==> src/rtl/fiq_pkg.sv <==
// Shared constants for the I2C FIFO and interrupt unit: register indices,
// cause bit positions and the writable clear mask.
package fiq_pkg;
    localparam int ADDR_W = 4;
    localparam int REG_W  = 32;

    localparam logic [ADDR_W-1:0] A_CTRL   = 4'd0;
    localparam logic [ADDR_W-1:0] A_TXD    = 4'd1;
    localparam logic [ADDR_W-1:0] A_RXD    = 4'd2;
    localparam logic [ADDR_W-1:0] A_TXWM   = 4'd3;
    localparam logic [ADDR_W-1:0] A_RXWM   = 4'd4;
    localparam logic [ADDR_W-1:0] A_MASK   = 4'd5;
    localparam logic [ADDR_W-1:0] A_RAW    = 4'd6;
    localparam logic [ADDR_W-1:0] A_MASKED = 4'd7;
    localparam logic [ADDR_W-1:0] A_CLR    = 4'd8;

    localparam int CTL_FLUSH_TX = 7;
    localparam int CTL_FLUSH_RX = 8;

    localparam int C_TX_EMPTY  = 0;
    localparam int C_TX_NEMPTY = 1;
    localparam int C_TX_FULL   = 2;
    localparam int C_TX_OVR    = 3;
    localparam int C_RX_EMPTY  = 4;
    localparam int C_RX_NFULL  = 5;
    localparam int C_RX_FULL   = 6;
    localparam int C_DONE      = 19;
    localparam int C_ARB       = 24;
    localparam int C_BERR      = 25;
    localparam int C_DONE_NS   = 28;

    localparam int MASK_W = 29;
    localparam logic [REG_W-1:0] CLR_ALLOWED = 32'h131F_007F;
endpackage

==> src/rtl/fiq_flush_timer.sv <==
// Flush sequencer: a start while idle makes busy high for CYCLES cycles;
// done pulses in the last busy cycle. Assumes CYCLES >= 1.
module fiq_flush_timer #(
    parameter int CYCLES = 4
) (
    input  logic clk,
    input  logic rst_n,
    input  logic start,
    output logic busy,
    output logic done
);
    localparam int CNT_W = $clog2(CYCLES + 1);

    logic [CNT_W-1:0] left;

    // Count down the flush duration; requests during a flush are dropped.
    always_ff @(posedge clk) begin
        if (!rst_n) begin
            busy <= 1'b0;
            left <= '0;
        end else if (busy) begin
            if (left == '0) busy <= 1'b0;
            else            left <= left - 1'b1;
        end else if (start) begin
            busy <= 1'b1;
            left <= CNT_W'(CYCLES - 1);
        end
    end

    assign done = busy && (left == '0);
endmodule

==> src/rtl/fiq_fifo.sv <==
// Byte FIFO with a timed flush. Push when full, pop when empty, and any
// access while flushing are ignored. Occupancy drops to zero at flush end.
// Assumes DEPTH is a power of two.
module fiq_fifo #(
    parameter int DEPTH        = 16,
    parameter int DATA_W       = 8,
    parameter int FLUSH_CYCLES = 4,
    localparam int PTR_W       = $clog2(DEPTH),
    localparam int CNT_W       = PTR_W + 1
) (
    input  logic              clk,
    input  logic              rst_n,
    input  logic              flush_req,
    input  logic              push,
    input  logic [DATA_W-1:0] push_data,
    input  logic              pop,
    output logic [DATA_W-1:0] head,
    output logic [CNT_W-1:0]  count,
    output logic              flushing
);
    logic [DATA_W-1:0] mem [DEPTH];
    logic [PTR_W-1:0]  wptr, rptr;
    logic              flush_done;
    logic              push_ok, pop_ok;

    fiq_flush_timer #(.CYCLES(FLUSH_CYCLES)) u_flush (
        .clk   (clk),
        .rst_n (rst_n),
        .start (flush_req),
        .busy  (flushing),
        .done  (flush_done)
    );

    assign push_ok = push && (count != CNT_W'(DEPTH)) && !flushing;
    assign pop_ok  = pop && (count != '0) && !flushing;

    // Store an accepted byte at the write pointer.
    always_ff @(posedge clk) begin
        if (push_ok) mem[wptr] <= push_data;
    end

    // Track pointers and occupancy; flush completion empties the FIFO.
    always_ff @(posedge clk) begin
        if (!rst_n || flush_done) begin
            wptr  <= '0;
            rptr  <= '0;
            count <= '0;
        end else begin
            if (push_ok) wptr <= wptr + 1'b1;
            if (pop_ok)  rptr <= rptr + 1'b1;
            count <= count + CNT_W'(push_ok) - CNT_W'(pop_ok);
        end
    end

    assign head = mem[rptr];
endmodule

==> src/rtl/fiq_irq_regs.sv <==
// Interrupt cause register set: level causes pass through, event causes
// are sticky with write-one-to-clear (set wins), mask of MASK_W bits,
// and a registered interrupt line.
module fiq_irq_regs
    import fiq_pkg::*;
(
    input  logic             clk,
    input  logic             rst_n,
    input  logic [REG_W-1:0] level,
    input  logic [REG_W-1:0] set_ev,
    input  logic             clr_wr,
    input  logic             mask_wr,
    input  logic [REG_W-1:0] wdata,
    output logic [REG_W-1:0] raw,
    output logic [REG_W-1:0] mask_rd,
    output logic [REG_W-1:0] masked,
    output logic             irq
);
    logic [REG_W-1:0]  sticky;
    logic [REG_W-1:0]  clr_bits;
    logic [MASK_W-1:0] mask_q;

    assign clr_bits = clr_wr ? (wdata & CLR_ALLOWED) : '0;

    // Hold event causes until cleared; a new event overrides the clear.
    always_ff @(posedge clk) begin
        if (!rst_n) sticky <= '0;
        else        sticky <= (sticky & ~clr_bits) | set_ev;
    end

    // Keep the writable part of the mask.
    always_ff @(posedge clk) begin
        if (!rst_n)       mask_q <= '0;
        else if (mask_wr) mask_q <= wdata[MASK_W-1:0];
    end

    assign raw     = level | sticky;
    assign mask_rd = {{(REG_W-MASK_W){1'b0}}, mask_q};
    assign masked  = raw & mask_rd;

    // Register the OR of the enabled causes.
    always_ff @(posedge clk) begin
        if (!rst_n) irq <= 1'b0;
        else        irq <= |masked;
    end
endmodule

==> src/rtl/i2c_fifo_irq_unit.sv <==
// Top of the I2C FIFO and interrupt unit: register decode, two byte FIFOs
// with watermarks, and the cause/mask register set. Register reads are
// combinational; a read strobe at the RX data index pops one byte.
module i2c_fifo_irq_unit
    import fiq_pkg::*;
#(
    parameter int DEPTH        = 16,
    parameter int DATA_W       = 8,
    parameter int WM_W         = 4,
    parameter int FLUSH_CYCLES = 4
) (
    input  logic              clk,
    input  logic              rst_n,
    input  logic              reg_wr,
    input  logic              reg_rd,
    input  logic [ADDR_W-1:0] reg_addr,
    input  logic [REG_W-1:0]  reg_wdata,
    output logic [REG_W-1:0]  reg_rdata,
    input  logic              eng_tx_pop,
    output logic [DATA_W-1:0] eng_tx_data,
    output logic              eng_tx_avail,
    input  logic              eng_rx_push,
    input  logic [DATA_W-1:0] eng_rx_data,
    output logic              eng_rx_space,
    input  logic              ev_done,
    input  logic              ev_done_nostop,
    input  logic              ev_arb_lost,
    input  logic              ev_bus_err,
    output logic [REG_W-1:0]  raw_status,
    output logic [REG_W-1:0]  masked_status,
    output logic              irq
);
    localparam int CNT_W = $clog2(DEPTH) + 1;

    logic [CNT_W-1:0]  tx_cnt, rx_cnt;
    logic [DATA_W-1:0] rx_head;
    logic              tx_flushing, rx_flushing;
    logic [WM_W-1:0]   tx_wm, rx_wm;
    logic              tx_full, rx_full, tx_empty, rx_empty;
    logic              wr_txd, wr_ctrl, rd_rxd;
    logic [REG_W-1:0]  level, set_ev, mask_rd;

    assign wr_txd  = reg_wr && (reg_addr == A_TXD);
    assign wr_ctrl = reg_wr && (reg_addr == A_CTRL);
    assign rd_rxd  = reg_rd && (reg_addr == A_RXD);

    fiq_fifo #(.DEPTH(DEPTH), .DATA_W(DATA_W), .FLUSH_CYCLES(FLUSH_CYCLES)) u_tx (
        .clk       (clk),
        .rst_n     (rst_n),
        .flush_req (wr_ctrl && reg_wdata[CTL_FLUSH_TX]),
        .push      (wr_txd),
        .push_data (reg_wdata[DATA_W-1:0]),
        .pop       (eng_tx_pop),
        .head      (eng_tx_data),
        .count     (tx_cnt),
        .flushing  (tx_flushing)
    );

    fiq_fifo #(.DEPTH(DEPTH), .DATA_W(DATA_W), .FLUSH_CYCLES(FLUSH_CYCLES)) u_rx (
        .clk       (clk),
        .rst_n     (rst_n),
        .flush_req (wr_ctrl && reg_wdata[CTL_FLUSH_RX]),
        .push      (eng_rx_push),
        .push_data (eng_rx_data),
        .pop       (rd_rxd),
        .head      (rx_head),
        .count     (rx_cnt),
        .flushing  (rx_flushing)
    );

    // Watermark registers, low WM_W bits of the written value.
    always_ff @(posedge clk) begin
        if (!rst_n) begin
            tx_wm <= '0;
            rx_wm <= '0;
        end else if (reg_wr) begin
            if (reg_addr == A_TXWM) tx_wm <= reg_wdata[WM_W-1:0];
            if (reg_addr == A_RXWM) rx_wm <= reg_wdata[WM_W-1:0];
        end
    end

    assign tx_full  = (tx_cnt == CNT_W'(DEPTH));
    assign rx_full  = (rx_cnt == CNT_W'(DEPTH));
    assign tx_empty = (tx_cnt == '0);
    assign rx_empty = (rx_cnt == '0);

    assign eng_tx_avail = !tx_empty && !tx_flushing;
    assign eng_rx_space = !rx_full && !rx_flushing;

    // Place occupancy levels and event pulses at their cause positions.
    always_comb begin
        level = '0;
        level[C_TX_EMPTY]  = tx_empty;
        level[C_TX_NEMPTY] = (tx_cnt <= CNT_W'(tx_wm));
        level[C_TX_FULL]   = tx_full;
        level[C_RX_EMPTY]  = rx_empty;
        level[C_RX_NFULL]  = (rx_cnt >= CNT_W'(rx_wm));
        level[C_RX_FULL]   = rx_full;
        set_ev = '0;
        set_ev[C_TX_OVR]   = wr_txd && tx_full;
        set_ev[C_DONE]     = ev_done;
        set_ev[C_DONE_NS]  = ev_done_nostop;
        set_ev[C_ARB]      = ev_arb_lost;
        set_ev[C_BERR]     = ev_bus_err;
    end

    fiq_irq_regs u_irq (
        .clk     (clk),
        .rst_n   (rst_n),
        .level   (level),
        .set_ev  (set_ev),
        .clr_wr  (reg_wr && (reg_addr == A_CLR)),
        .mask_wr (reg_wr && (reg_addr == A_MASK)),
        .wdata   (reg_wdata),
        .raw     (raw_status),
        .mask_rd (mask_rd),
        .masked  (masked_status),
        .irq     (irq)
    );

    // Register read multiplexer.
    always_comb begin
        reg_rdata = '0;
        case (reg_addr)
            A_CTRL: begin
                reg_rdata[CTL_FLUSH_TX] = tx_flushing;
                reg_rdata[CTL_FLUSH_RX] = rx_flushing;
            end
            A_RXD:    reg_rdata[DATA_W-1:0] = rx_empty ? '0 : rx_head;
            A_TXWM:   reg_rdata[WM_W-1:0]   = tx_wm;
            A_RXWM:   reg_rdata[WM_W-1:0]   = rx_wm;
            A_MASK:   reg_rdata = mask_rd;
            A_RAW:    reg_rdata = raw_status;
            A_MASKED: reg_rdata = masked_status;
            default:  reg_rdata = '0;
        endcase
    end
endmodule

==> config.mk <==
export PLATFORM = sky130hd
export DESIGN_NAME = i2c_fifo_irq_unit
export DESIGN_NICKNAME = d
export VERILOG_FILES = /design/src/rtl/fiq_pkg.sv /design/src/rtl/fiq_flush_timer.sv /design/src/rtl/fiq_fifo.sv /design/src/rtl/fiq_irq_regs.sv /design/src/rtl/i2c_fifo_irq_unit.sv
export SDC_FILE = /design/constraint.sdc
export NUM_CORES = 1
export LEC_CHECK = 0
export ABC_CLOCK_PERIOD_IN_PS = 2800
export BUFFER_PORTS_ARGS = -buffer_cell sky130_fd_sc_hd__buf_4
export CAP_MARGIN = 30
export CELL_PAD_IN_SITES_DETAIL_PLACEMENT = 1
export CELL_PAD_IN_SITES_GLOBAL_PLACEMENT = 1
export CORE_MARGIN = 10
export CORE_UTILIZATION = 44
export CTS_CLUSTER_SIZE = 24
export DETAILED_ROUTE_END_ITERATION = 10
export GPL_TIMING_DRIVEN = 0
export MAX_ROUTING_LAYER = met4
export PLACE_DENSITY_LB_ADDON = 0.1
export SETUP_SLACK_MARGIN = 0.5
export SLEW_MARGIN = 30
export SYNTH_ARGS = -nofsm -noshare
export SYNTH_HDL_FRONTEND = slang
export SYNTH_SLANG_ARGS = --single-unit
==> constraint.sdc <==
create_clock -name clk -period 2.8 [get_ports clk]
set_clock_uncertainty 0.15 [all_clocks]
set_input_delay 0.14 -clock clk [delete_from_list [all_inputs] [get_ports clk]]
set_output_delay 0.14 -clock clk [all_outputs]
set_load 0.01 [all_outputs]
==> impl_metrics.xml, run 1 <==
<?xml version="1.0" encoding="UTF-8"?>
<metrics>
  <group name="job">
    <metric name="maxCapViolCount" unit="">0</metric>
  </group>
  <group name="setup_path">
    <metric name="worst_setup_path_start_kind" unit="">register</metric>
    <metric name="arrival_time_of_data_at_the_critical_path_endpoint" unit="ns">2.61</metric>
    <metric name="crit_path_max_incr_delay" unit="ns">0.55</metric>
    <metric name="worst-setup-path-type" unit="">register to output port</metric>
    <metric name="most_repeated_library_cell_on_the_critical_path" unit="">buf_12</metric>
    <metric name="worst-r2r-setup-slack" unit="ns">0.10</metric>
    <metric name="critical_path.max_fanout" unit="">5</metric>
    <metric name="crit_path_end" unit="">reg_rdata[3]</metric>
    <metric name="cp_cell_sequence" unit="">buf_12 -&gt; buf_12 -&gt; buf_8 -&gt; mux4_2 -&gt; mux2i_4 -&gt; o22a_1 -&gt; o21ai_2 -&gt; buf_4</metric>
    <metric name="worstReg2RegEnd" unit="">u_rx.count[4]</metric>
    <metric name="worst-endpoint-required" unit="ns">2.51</metric>
    <metric name="critical_path.endpoint_type" unit="">output port</metric>
    <metric name="ff2ff_path_depth" unit="">14</metric>
    <metric name="critical_path.reg2reg.startpoint" unit="">u_rx.count[2]</metric>
    <metric name="timing.critical_path.slowest_stage_cell" unit="">mux4_2</metric>
  </group>
  <group name="global_routing">
    <metric name="grt_max_degree" unit="">21</metric>
    <metric name="groute.layer.met3.usage" unit="%">3.14</metric>
    <metric name="grt.total_usage" unit="%">20.7</metric>
    <metric name="gr-usage-met2" unit="%">35.7</metric>
    <metric name="groute.layer.met1.usage" unit="%">25.2</metric>
    <metric name="busiest_layer" unit="">met2</metric>
    <metric name="grt.overflow.total" unit="">0</metric>
    <metric name="antenna_found_initial" unit="">1</metric>
    <metric name="first_global_vias" unit="">10400</metric>
    <metric name="first_pass_grt_wire_length" unit="um">64100</metric>
  </group>
  <group name="timing">
    <metric name="final_critical_path_setup_slack" unit="ns">-0.104</metric>
    <metric name="timing_max_transition_violations_final" unit="">0</metric>
    <metric name="finish_stage_setup_viols" unit="">5</metric>
    <metric name="fmax" unit="MHz">344</metric>
    <metric name="final.min_clock_period" unit="ns">2.90</metric>
    <metric name="grt_setup_unrepaired" unit="">yes</metric>
    <metric name="hold_slack" unit="ns">0.0100</metric>
    <metric name="report.final.hold_viol_count" unit="">0</metric>
    <metric name="fin_crit_sh" unit="%">104</metric>
    <metric name="worst-slew-pin-transition" unit="ns">0.842</metric>
    <metric name="max_slew_margin" unit="%">43.9</metric>
    <metric name="totalNegativeSetupSlack" unit="ns">-0.306</metric>
  </group>
  <group name="power_and_ir_drop">
    <metric name="internal_power" unit="mW">10.9</metric>
    <metric name="power_density" unit="nW/um2">725</metric>
    <metric name="clock_power_share" unit="%">33.9</metric>
    <metric name="switching_power_of_the_nets" unit="mW">3.98</metric>
    <metric name="power_frac_seq" unit="%">39.9</metric>
    <metric name="peakVddDrop" unit="mV">0.535</metric>
    <metric name="netSwitchingFraction" unit="%">26.8</metric>
    <metric name="comb_power_share" unit="%">26.2</metric>
    <metric name="static_leak" unit="nW">7.32</metric>
    <metric name="total_power" unit="mW">14.8</metric>
  </group>
  <group name="yosys">
    <metric name="share_of_synthesized_flip_flops_with_an_asynchronous_set_or_reset" unit="%">0</metric>
    <metric name="yosys_register_bits" unit="">351</metric>
    <metric name="synthesis.yosys.warnings" unit="">0</metric>
    <metric name="syn_avg_cell_area" unit="um2">14.5</metric>
    <metric name="netlist_area" unit="um2">14800</metric>
    <metric name="synth_top_cells_by_area" unit="">edfxtp_1, dfxtp_1, mux4_2</metric>
    <metric name="synth_edf_count" unit="">256</metric>
    <metric name="largest_area_contributor_in_the_synthesized_netlist" unit="">edfxtp_1</metric>
    <metric name="ys.flop_type" unit="">edfxtp_1</metric>
    <metric name="synth_cells" unit="">1019</metric>
    <metric name="synth.lib_cells_used.distinct" unit="">60</metric>
    <metric name="synthDominantCellAreaShare" unit="%">52.0</metric>
    <metric name="synth_seq_area_share" unit="%">64.9</metric>
  </group>
  <group name="floorplanning">
    <metric name="row_count" unit="">67</metric>
    <metric name="die-height" unit="um">203</metric>
    <metric name="total_die_area" unit="um2">41300</metric>
    <metric name="die_w" unit="um">203</metric>
    <metric name="core_region_area" unit="um2">33400</metric>
    <metric name="ios" unit="">161</metric>
    <metric name="initial_core_util" unit="%">44.3</metric>
  </group>
  <group name="clock_tree">
    <metric name="cts-root-buf" unit="">clkbuf_16</metric>
    <metric name="number_of_buffers_inserted_during_clock_tree_synthesis" unit="">39</metric>
    <metric name="clock_tree_from_tritoncts" unit="">yes</metric>
    <metric name="cts-root-to-sink-buffers" unit="">3</metric>
    <metric name="clkSinkCount" unit="">351</metric>
    <metric name="source_to_sink_clock_delay_at_the_later_pin_of_the_worst_skew_pair" unit="ns">0.53</metric>
    <metric name="h-tree-depth" unit="">2</metric>
    <metric name="clock_slew_at_reported_path_ffs" unit="ns">0.06</metric>
  </group>
  <group name="finish">
    <metric name="stdcell_area" unit="um2">20500</metric>
    <metric name="leading_cell_types_in_the_layout_fill_and_taps_excluded" unit="">edfxtp_1, buf_4, nand2_1, mux4_2, dfxtp_1</metric>
    <metric name="layout.nets" unit="">1454</metric>
    <metric name="mostFrequentLayoutCell" unit="">edfxtp_1</metric>
    <metric name="layout-drive-gt1-share" unit="%">39.9</metric>
    <metric name="area_growth_syn_to_layout" unit="%">38.4</metric>
  </group>
  <group name="routing">
    <metric name="drt_first_iter_violations" unit="">486</metric>
    <metric name="routed_via_density" unit="">5.25</metric>
    <metric name="detail_route.drc_violations" unit="">0</metric>
    <metric name="drt_first_pass_iters" unit="">5</metric>
    <metric name="wl_per_cell" unit="um">23.6</metric>
    <metric name="drt_total_wl" unit="um">43400</metric>
    <metric name="ant_nets" unit="">0</metric>
    <metric name="via_count" unit="">9663</metric>
  </group>
  <group name="outcome">
    <metric name="failed_checks" unit="">setup timing</metric>
    <metric name="run_status" unit="">finished, violations left</metric>
  </group>
  <group name="hold_path">
    <metric name="hp_class" unit="">primary input to register</metric>
  </group>
  <group name="placed_design">
    <metric name="place_area" unit="um2">16500</metric>
    <metric name="gp_congestion" unit="">0.787</metric>
    <metric name="port_buffers" unit="">118</metric>
    <metric name="dpl.hpwl" unit="um">27200</metric>
    <metric name="preCtsSetupSlack" unit="ns">-0.452</metric>
  </group>
</metrics>
cell usage after synthesis (10+ instances only):
cell        n
buf_4      46
mux2i_1    24
nand2_1    95
nor2_1     86
inv_1      43
nor3_1     13
ha_1       34
and2_1     30
dfxtp_1    95
xnor2_1    10
a21oi_1    50
mux4_2     73
xor2_1     10
edfxtp_1  256
clkbuf_1   33
state kept, by name, summed over array words and instances (netlist names), 5 cells and up, named ones only:
signal / count
u_irq.sticky: 15
u_rx.count: 5
u_tx.count: 5
u_rx.mem: 128
u_irq.mask_q: 29
u_tx.mem: 128
per-layer routing:
layer,vias to the layer above,routed length [um]
met5,-,0
met4,0,1060
met3,72,1780
met2,258,22800
met1,4931,17800
li1,4402,-
power groups by stage:
stage          registers (mW)  clock network, mW  logic (mW)
6_report                 5.92               5.02        3.89
5_1_grt                  5.94               5.33        4.17
4_1_cts                  5.92               5.06        3.48
3_5_place_dp             5.98                  0        2.43
3_3_place_gp             5.98                  0        2.38
2_1_floorplan            5.94                  0        1.58
stage by stage:
stage | utilization, % | cells
finish | 61.3 | 1841
global route | 61.3 | 1841
CTS | 59.8 | 1813
detailed placement | 49.5 | 1621
global placement | 49.4 | 1621
floorplan | - | 1055
logic make-up (layout without fill, tap and decap cells):
logic type | after synthesis | count (layout) | share of synthesized area (%)
AND/OR/NAND/NOR | 274 | 274 | 8.82
adder cells (fa/ha/maj) | 36 | 36 | 3.15
AO/OA/AOI/OAI | 102 | 102 | 4.37
other | 1 | 38 | 0.0254
XOR/XNOR | 20 | 20 | 1.18
multiplexers | 99 | 99 | 12.9
buffers and inverters | 136 | 473 | 4.69
flip-flops | 351 | 351 | 64.9
worst min path at each step:
stage	cells past startpoint	slack [ns]	endpoint	startpoint
final	5	0.01	u_irq.sticky[3]	reg_wr
after global routing	5	0.07	u_irq.sticky[3]	reg_wr
after CTS	5	0.003	u_irq.sticky[3]	reg_wr
after detailed placement	2	0.18	u_irq.sticky[18]	reg_wdata[18]
after global placement	2	0.17	u_irq.sticky[17]	reg_wdata[17]
after floorplan	1	0.08	u_irq.sticky[1]	reg_wdata[1]
final cells by class:
type | instances | area [um2]
well taps | 448 | 561
multi-input cells | 568 | 5430
flip-flops and latches | 351 | 9640
clock inverters | 18 | 179
clock buffers | 51 | 1060
inverters | 43 | 169
repair buffers | 268 | 2700
diodes | 1 | 2.50
plain buffers | 93 | 719
fillers | 3167 | 12900
timing repair:
| action | 4_1_cts | 5_1_grt |
|---|---|---|
| hold buffers | 47 | 0 |
| buffers inserted | 72 | 27 |
| cloned | 4 | 0 |
| gates resized for setup | 226 | 61 |
| pin swaps | 65 | 43 |
| endpoints found under the setup margin | 294 | 276 |
| hold endpoints to repair | 316 | 0 |
critical path: cells and delay by family, from the launching register on:
family,cells,cell delay [ns]
AO/OA/AOI/OAI,2,0.40
flip-flops,1,0.40
multiplexers,2,0.75
buffers and inverters,4,0.52
Note: power is estimated with default switching activity, not from simulation.
==> run 2: changes to the inputs <==
- PLACE_DENSITY: not set -> 0.74
- PLACE_DENSITY_LB_ADDON: 0.1 -> not set
- SYNTH_HIERARCHICAL: not set -> 1
==> impl_metrics.xml, run 2 <==
<?xml version="1.0" encoding="UTF-8"?>
<metrics>
  <group name="routing">
    <metric name="routed_via_density" unit="">5.42</metric>
    <metric name="ant_nets" unit="">0</metric>
    <metric name="detail_route.drc_violations" unit="">0</metric>
    <metric name="drt_first_iter_violations" unit="">732</metric>
    <metric name="drt_total_wl" unit="um">49500</metric>
    <metric name="wl_per_cell" unit="um">23.8</metric>
    <metric name="drt_first_pass_iters" unit="">5</metric>
    <metric name="via_count" unit="">11300</metric>
  </group>
  <group name="power_and_ir_drop">
    <metric name="power_density" unit="nW/um2">707</metric>
    <metric name="static_leak" unit="nW">7.89</metric>
    <metric name="comb_power_share" unit="%">25.6</metric>
    <metric name="peakVddDrop" unit="mV">0.632</metric>
    <metric name="power_frac_seq" unit="%">40.9</metric>
    <metric name="clock_power_share" unit="%">33.5</metric>
    <metric name="netSwitchingFraction" unit="%">28.1</metric>
    <metric name="internal_power" unit="mW">11.1</metric>
    <metric name="switching_power_of_the_nets" unit="mW">4.32</metric>
  </group>
  <group name="finish">
    <metric name="layout-drive-gt1-share" unit="%">34.7</metric>
    <metric name="utilization" unit="%">59.3</metric>
    <metric name="insertedDiodeCount" unit="">0</metric>
    <metric name="stdcell_area" unit="um2">21700</metric>
    <metric name="layout.nets" unit="">1665</metric>
    <metric name="area_growth_syn_to_layout" unit="%">32.7</metric>
    <metric name="biggestRegsByFlops" unit="">u_rx/mem x128, u_tx/mem x128, u_irq/sticky x32</metric>
    <metric name="final_layout_fill_cell_count" unit="">3572</metric>
    <metric name="leading_cell_types_in_the_layout_fill_and_taps_excluded" unit="">edfxtp_1, buf_4, dfxtp_1, nor2_1, conb_1</metric>
    <metric name="mostFrequentLayoutCell" unit="">edfxtp_1</metric>
  </group>
  <group name="setup_path">
    <metric name="arrival_time_of_data_at_the_critical_path_endpoint" unit="ns">2.74</metric>
    <metric name="critical_path.max_fanout" unit="">2</metric>
    <metric name="worst_setup_path_start_kind" unit="">register</metric>
    <metric name="worst-endpoint-required" unit="ns">2.51</metric>
    <metric name="ff2ff_path_depth" unit="">13</metric>
    <metric name="worst-setup-path-type" unit="">register to output port</metric>
    <metric name="critical_path.endpoint_type" unit="">output port</metric>
  </group>
  <group name="yosys">
    <metric name="synth_most_common_cell" unit="">edfxtp_1</metric>
    <metric name="largest_area_contributor_in_the_synthesized_netlist" unit="">edfxtp_1</metric>
    <metric name="netlist_area" unit="um2">16400</metric>
    <metric name="synthesis.yosys.warnings" unit="">6</metric>
    <metric name="synth_compound_gate_area_share" unit="%">7.00</metric>
    <metric name="fraction_of_synthesized_area_in_multiplexers" unit="%">13.5</metric>
    <metric name="synth_cells" unit="">1191</metric>
    <metric name="share_of_synthesized_flip_flops_with_an_asynchronous_set_or_reset" unit="%">0</metric>
    <metric name="synthDominantCellAreaShare" unit="%">46.9</metric>
    <metric name="synth_top_cells_by_area" unit="">edfxtp_1, dfxtp_1, mux4_2</metric>
    <metric name="synth_top_family_by_area" unit="">multiplexers</metric>
    <metric name="synth_seq_area_share" unit="%">60.6</metric>
    <metric name="synth.lib_cells_used.distinct" unit="">61</metric>
    <metric name="parity_gate_share_of_the_synthesized_area_counting_xor_and_xnor_cells" unit="%">0.962</metric>
    <metric name="ys.flop_type" unit="">edfxtp_1</metric>
    <metric name="synth_edf_count" unit="">256</metric>
    <metric name="adder_cell_fraction_of_synth_area" unit="%">2.69</metric>
    <metric name="netlist_top_cells_count" unit="">edfxtp_1, nor2_1, dfxtp_1, mux2i_1, nand2_1</metric>
    <metric name="syn_avg_cell_area" unit="um2">13.8</metric>
    <metric name="simple_gate_area_share_of_the_yosys_netlist" unit="%">11.9</metric>
    <metric name="yosys_register_bits" unit="">368</metric>
  </group>
  <group name="job">
    <metric name="maxCapViolCount" unit="">0</metric>
  </group>
  <group name="timing">
    <metric name="fin_crit_sh" unit="%">108</metric>
    <metric name="report.final.hold_viol_count" unit="">0</metric>
    <metric name="max_slew_margin" unit="%">40.6</metric>
    <metric name="fmax" unit="MHz">330</metric>
    <metric name="worst-slew-pin-transition" unit="ns">0.887</metric>
    <metric name="totalNegativeSetupSlack" unit="ns">-0.326</metric>
    <metric name="timing_max_transition_violations_final" unit="">0</metric>
    <metric name="final_critical_path_setup_slack" unit="ns">-0.228</metric>
    <metric name="finish_stage_setup_viols" unit="">4</metric>
    <metric name="grt_setup_unrepaired" unit="">yes</metric>
    <metric name="final.min_clock_period" unit="ns">3.03</metric>
  </group>
  <group name="placed_design">
    <metric name="port_buffers" unit="">154</metric>
    <metric name="dpl.hpwl" unit="um">32600</metric>
    <metric name="place_area" unit="um2">18600</metric>
    <metric name="preCtsSetupSlack" unit="ns">-0.263</metric>
    <metric name="gp_congestion" unit="">0.813</metric>
  </group>
  <group name="floorplanning">
    <metric name="die_w" unit="um">213</metric>
    <metric name="ios" unit="">161</metric>
    <metric name="total_die_area" unit="um2">45300</metric>
    <metric name="core_region_area" unit="um2">36700</metric>
    <metric name="initial_core_util" unit="%">44.6</metric>
    <metric name="die-height" unit="um">213</metric>
    <metric name="row_count" unit="">70</metric>
  </group>
  <group name="clock_tree">
    <metric name="number_of_buffers_inserted_during_clock_tree_synthesis" unit="">41</metric>
    <metric name="h-tree-depth" unit="">2</metric>
    <metric name="clock_tree_from_tritoncts" unit="">yes</metric>
    <metric name="cts-root-buf" unit="">clkbuf_16</metric>
    <metric name="source_to_sink_clock_delay_at_the_later_pin_of_the_worst_skew_pair" unit="ns">0.55</metric>
    <metric name="clkSinkCount" unit="">368</metric>
    <metric name="cts-root-to-sink-buffers" unit="">3</metric>
    <metric name="clock_slew_at_reported_path_ffs" unit="ns">0.06</metric>
  </group>
  <group name="global_routing">
    <metric name="first_pass_grt_wire_length" unit="um">72300</metric>
    <metric name="grt.total_usage" unit="%">21.6</metric>
    <metric name="grt.overflow.total" unit="">0</metric>
    <metric name="antenna_found_initial" unit="">0</metric>
    <metric name="first_global_vias" unit="">12000</metric>
    <metric name="grt_max_degree" unit="">22</metric>
  </group>
  <group name="outcome">
    <metric name="run_status" unit="">finished, violations left</metric>
    <metric name="failed_checks" unit="">setup timing</metric>
  </group>
  <group name="hold_path">
    <metric name="hp_class" unit="">primary input to register</metric>
    <metric name="hold_path_depth" unit="">5</metric>
  </group>
</metrics>
-- run 2: changes by cell type after synthesis, moves of 17 or more --
cell,change
and2_1,-21
mux4_2,-37
mux4_1,+28
buf_4,-35
nand2_1,-35
mux2i_1,+43
or2_1,+19
nor2b_1,+55
o21a_1,+47
a22oi_1,+36
nor2_1,+32
dfxtp_1,+17
-- run 2: what timing repair did --
action / in CTS / in global routing
buffers inserted: 35 / 24
gates resized for setup: 169 / 93
hold buffers: 48 / 0
endpoints found under the hold margin: 321 / 0
cloned: 0 / 2
pin swaps: 52 / 52
setup endpoints to repair: 281 / 236
-- run 2: power groups by stage --
| stage | Sequential (mW) | Clock (mW) | Combinational [mW] |
|---|---|---|---|
| floorplan | 6.29 | 0 | 1.82 |
| global placement | 6.34 | 0 | 2.67 |
| detailed placement | 6.35 | 0 | 2.77 |
| CTS | 6.26 | 5.24 | 3.39 |
| global route | 6.31 | 5.50 | 4.23 |
| finish | 6.28 | 5.15 | 3.93 |
-- run 2: cells by family (layout without fill, tap and decap cells) --
group | count (synthesis) | after routing
flip-flops | 368 | 368
AO/OA/AOI/OAI | 170 | 170
buffers and inverters | 100 | 438
XOR/XNOR | 18 | 18
adder cells (fa/ha/maj) | 34 | 34
AND/OR/NAND/NOR | 368 | 368
multiplexers | 131 | 131
other | 2 | 82
-- run 2: worst max-delay path, stage by stage (launching register included) --
cell	delay, ns
dfxtp_4	0.36
inv_4	0.04
ha_4	0.19
nand2b_4	0.13
a21o_1	0.16
a21o_1	0.15
a211o_1	0.32
o21a_1	0.22
mux2i_1	0.14
nor2_1	0.07
a221o_1	0.27
buf_6	0.14
-- run 2: final cells by class --
| type | instances | area, um2 | area share, % |
|---|---|---|---|
| Clock inverter | 18 | 148 | 0.679 |
| Tap cell | 468 | 586 | 2.69 |
| Multi-Input combinational cell | 803 | 6940 | 31.9 |
| Sequential cell | 368 | 9970 | 45.9 |
| Buffer | 64 | 488 | 2.24 |
| Inverter | 36 | 145 | 0.667 |
| Timing Repair Buffer | 263 | 2350 | 10.8 |
| Clock buffer | 57 | 1120 | 5.13 |
-- run 2: final timing paths --
path / startpoint / to / slack (ns)
setup / recovery: u_rx/count[0] / reg_rdata[5] / -0.23
setup reg to reg: u_rx/count[0] / u_irq/irq / 0.06
hold reg to reg: u_irq/sticky[31] / u_irq/sticky[31] / 0.31
hold / removal: reg_addr[3] / tx_wm[1] / 0.05
-- run 2: routing by layer --
metal / vias up / global-route usage, % / part of all wire (%)
li1: 5104 / - / -
met1: 5769 / 25.2 / 40
met2: 307 / 37.3 / 53
met3: 72 / 4.27 / 5.0
met4: 0 / 6.33 / 2.6
met5: - / - / 0
-- run 2: metrics by stage --
stage / hold WS, ns / power, mW / cells
floorplan: 0.0889 / 8.11 / 1271
global placement: 0.220 / 9.01 / 1893
detailed placement: 0.232 / 9.13 / 1893
CTS: 0.00140 / 14.9 / 2051
global route: 0.0809 / 16.0 / 2077
finish: 0.0506 / 15.4 / 2077
==> run 3: changes to the inputs <==
- CORE_UTILIZATION: 44 -> 35
- PLACE_DENSITY: 0.74 -> 0.61
==> impl_metrics.xml, run 3 (synthesis results as in run 2) <==
<?xml version="1.0" encoding="UTF-8"?>
<metrics>
  <group name="setup_path">
    <metric name="ff2ff_path_depth" unit="">14</metric>
    <metric name="crit_path_max_incr_delay" unit="ns">0.39</metric>
    <metric name="path_delay_family" unit="">compound AO/OA/AOI/OAI gates</metric>
    <metric name="worst-endpoint-required" unit="ns">2.51</metric>
    <metric name="most_repeated_library_cell_on_the_critical_path" unit="">a21o_1</metric>
    <metric name="cp_cell_sequence" unit="">ha_1 -&gt; a21o_1 -&gt; a21o_1 -&gt; a211o_1 -&gt; o21a_1 -&gt; mux2i_1 -&gt; nor2_1 -&gt; a221o_1 -&gt; buf_6</metric>
    <metric name="worst-path-buf-inv" unit="">1</metric>
    <metric name="critical_path.reg2reg.startpoint" unit="">u_rx/count[0]</metric>
    <metric name="worst-setup-path-type" unit="">register to output port</metric>
    <metric name="worstReg2RegEnd" unit="">u_rx/count[4]</metric>
    <metric name="critical_path.endpoint_type" unit="">output port</metric>
    <metric name="arrival_time_of_data_at_the_critical_path_endpoint" unit="ns">2.82</metric>
    <metric name="worst-r2r-setup-slack" unit="ns">0.13</metric>
    <metric name="timing.critical_path.slowest_stage_cell" unit="">dfxtp_4</metric>
    <metric name="critical_path.max_fanout" unit="">8</metric>
    <metric name="worst_setup_path_start_kind" unit="">register</metric>
  </group>
  <group name="hold_path">
    <metric name="hp_class" unit="">primary input to register</metric>
    <metric name="holdCritStartpoint" unit="">reg_addr[2]</metric>
    <metric name="holdPathEnd" unit="">tx_wm[0]</metric>
    <metric name="hold_path_depth" unit="">5</metric>
  </group>
  <group name="global_routing">
    <metric name="grt_max_degree" unit="">22</metric>
    <metric name="first_pass_grt_wire_length" unit="um">74400</metric>
    <metric name="grt.overflow.total" unit="">0</metric>
    <metric name="antenna_found_initial" unit="">0</metric>
    <metric name="first_global_vias" unit="">11800</metric>
    <metric name="grt.total_usage" unit="%">17.9</metric>
  </group>
  <group name="timing">
    <metric name="timing_max_transition_violations_final" unit="">0</metric>
    <metric name="worst-slew-pin-transition" unit="ns">0.768</metric>
    <metric name="report.final.hold_viol_count" unit="">0</metric>
    <metric name="finish_stage_setup_viols" unit="">6</metric>
    <metric name="final.min_clock_period" unit="ns">3.11</metric>
    <metric name="fmax" unit="MHz">321</metric>
    <metric name="max_slew_margin" unit="%">48.6</metric>
    <metric name="totalNegativeSetupSlack" unit="ns">-0.793</metric>
    <metric name="final_critical_path_setup_slack" unit="ns">-0.314</metric>
    <metric name="fin_crit_sh" unit="%">111</metric>
    <metric name="hold_slack" unit="ns">0.0822</metric>
    <metric name="grt_setup_unrepaired" unit="">yes</metric>
  </group>
  <group name="routing">
    <metric name="drt_first_iter_violations" unit="">665</metric>
    <metric name="wl_per_cell" unit="um">22.5</metric>
    <metric name="drt_total_wl" unit="um">50300</metric>
    <metric name="routed_via_density" unit="">4.94</metric>
    <metric name="detail_route.drc_violations" unit="">0</metric>
    <metric name="via_count" unit="">11000</metric>
    <metric name="ant_nets" unit="">0</metric>
    <metric name="drt_first_pass_iters" unit="">5</metric>
  </group>
  <group name="finish">
    <metric name="final-seq-area" unit="um2">9980</metric>
    <metric name="footprint_of_the_multi_input_gates" unit="um2">7010</metric>
    <metric name="layout.nets" unit="">1682</metric>
    <metric name="layout-drive-gt1-share" unit="%">35.4</metric>
    <metric name="stdcell_area" unit="um2">22400</metric>
    <metric name="biggestRegsByFlops" unit="">u_rx/mem x128, u_tx/mem x128, u_irq/sticky x32</metric>
    <metric name="utilization" unit="%">48.3</metric>
    <metric name="leading_cell_types_in_the_layout_fill_and_taps_excluded" unit="">edfxtp_1, buf_4, dfxtp_1, nor2_1, conb_1</metric>
    <metric name="insertedDiodeCount" unit="">0</metric>
    <metric name="mostFrequentLayoutCell" unit="">edfxtp_1</metric>
    <metric name="area_growth_syn_to_layout" unit="%">37.0</metric>
    <metric name="final_layout_fill_cell_count" unit="">4768</metric>
  </group>
  <group name="clock_tree">
    <metric name="number_of_buffers_inserted_during_clock_tree_synthesis" unit="">43</metric>
    <metric name="source_to_sink_clock_delay_at_the_later_pin_of_the_worst_skew_pair" unit="ns">0.57</metric>
    <metric name="cts-root-buf" unit="">clkbuf_16</metric>
    <metric name="clkSinkCount" unit="">368</metric>
    <metric name="clock_slew_at_reported_path_ffs" unit="ns">0.06</metric>
    <metric name="cts-root-to-sink-buffers" unit="">3</metric>
    <metric name="h-tree-depth" unit="">2</metric>
    <metric name="clock_tree_from_tritoncts" unit="">yes</metric>
  </group>
  <group name="power_and_ir_drop">
    <metric name="total_power" unit="mW">15.9</metric>
    <metric name="static_leak" unit="nW">8.13</metric>
    <metric name="peakVddDrop" unit="mV">0.668</metric>
    <metric name="power_density" unit="nW/um2">710</metric>
  </group>
  <group name="job">
    <metric name="maxCapViolCount" unit="">0</metric>
  </group>
  <group name="placed_design">
    <metric name="dpl.hpwl" unit="um">34400</metric>
    <metric name="place_area" unit="um2">18700</metric>
    <metric name="gp_congestion" unit="">0.798</metric>
    <metric name="port_buffers" unit="">154</metric>
  </group>
  <group name="floorplanning">
    <metric name="initial_core_util" unit="%">35.3</metric>
    <metric name="row_count" unit="">79</metric>
    <metric name="die_w" unit="um">236</metric>
    <metric name="die-height" unit="um">236</metric>
    <metric name="core_region_area" unit="um2">46500</metric>
    <metric name="ios" unit="">161</metric>
    <metric name="total_die_area" unit="um2">55900</metric>
  </group>
  <group name="outcome">
    <metric name="failed_checks" unit="">setup timing</metric>
    <metric name="run_status" unit="">finished, violations left</metric>
  </group>
</metrics>
run 3: worst min-delay path, stage by stage:
cell	delay, ns
buf_4	0.13
nor3b_2	0.09
and2_4	0.18
mux2i_1	0.14
nor2b_1	0.06
run 3: area by class of cell:
| cell class | instances | area share (%) |
|---|---|---|
| Sequential cell | 368 | 44.5 |
| Multi-Input combinational cell | 803 | 31.2 |
| Timing Repair Buffer | 278 | 11.8 |
| Clock buffer | 57 | 5.17 |
| Tap cell | 607 | 3.39 |
| Buffer | 64 | 2.13 |
| Clock inverter | 22 | 1.15 |
| Inverter | 36 | 0.613 |
run 3: worst max-delay path by stage:
stage,from,to,slack [ns],depth (start not counted)
final,u_rx/count[1],reg_rdata[5],-0.31,9
after floorplan,u_rx/count[3],u_rx/count[4],0.40,12
after global placement,reg_addr[0],u_tx/mem[3][4],-0.43,8
after CTS,u_rx/count[0],reg_rdata[5],-0.39,11
after detailed placement,reg_addr[0],u_tx/mem[10][4],-0.41,10
after global routing,u_rx/count[0],reg_rdata[5],-0.41,11
run 3: stage by stage:
| step | cells | worst slack, ns |
|---|---|---|
| 4_1_cts | 2218 | -0.389 |
| 5_1_grt | 2235 | -0.409 |
| 2_1_floorplan | 1271 | 0.400 |
| 3_5_place_dp | 2032 | -0.405 |
| 3_3_place_gp | 2032 | -0.425 |
| 6_report | 2235 | -0.314 |
run 3: report_power, final:
group          total, mW  switching (mW)  internal [mW]
Clock               5.65            2.26           3.39
Sequential          6.27           0.221           6.05
Combinational       4.02            1.89           2.13
Total               15.9            4.37           11.6
run 3: routing by layer:
| layer | share of wire (%) | routed length (um) | vias up | track usage, % |
|---|---|---|---|---|
| met5 | 0 | 0 | - | - |
| met4 | 2.3 | 1160 | 0 | 5.56 |
| met3 | 3.9 | 1970 | 63 | 3.05 |
| met2 | 53 | 26800 | 239 | 31.2 |
| met1 | 40 | 20400 | 5599 | 20.6 |
| li1 | - | - | 5140 | - |
run 3: what timing repair did:
item                                   in CTS  in global routing
setup endpoints to repair                 292                178
gates cloned                                2                  1
gates resized for setup                   214                 61
setup buffers                              55                 16
endpoints found under the hold margin     321                  0
pin swaps                                  69                 52
hold buffers                               50                  0
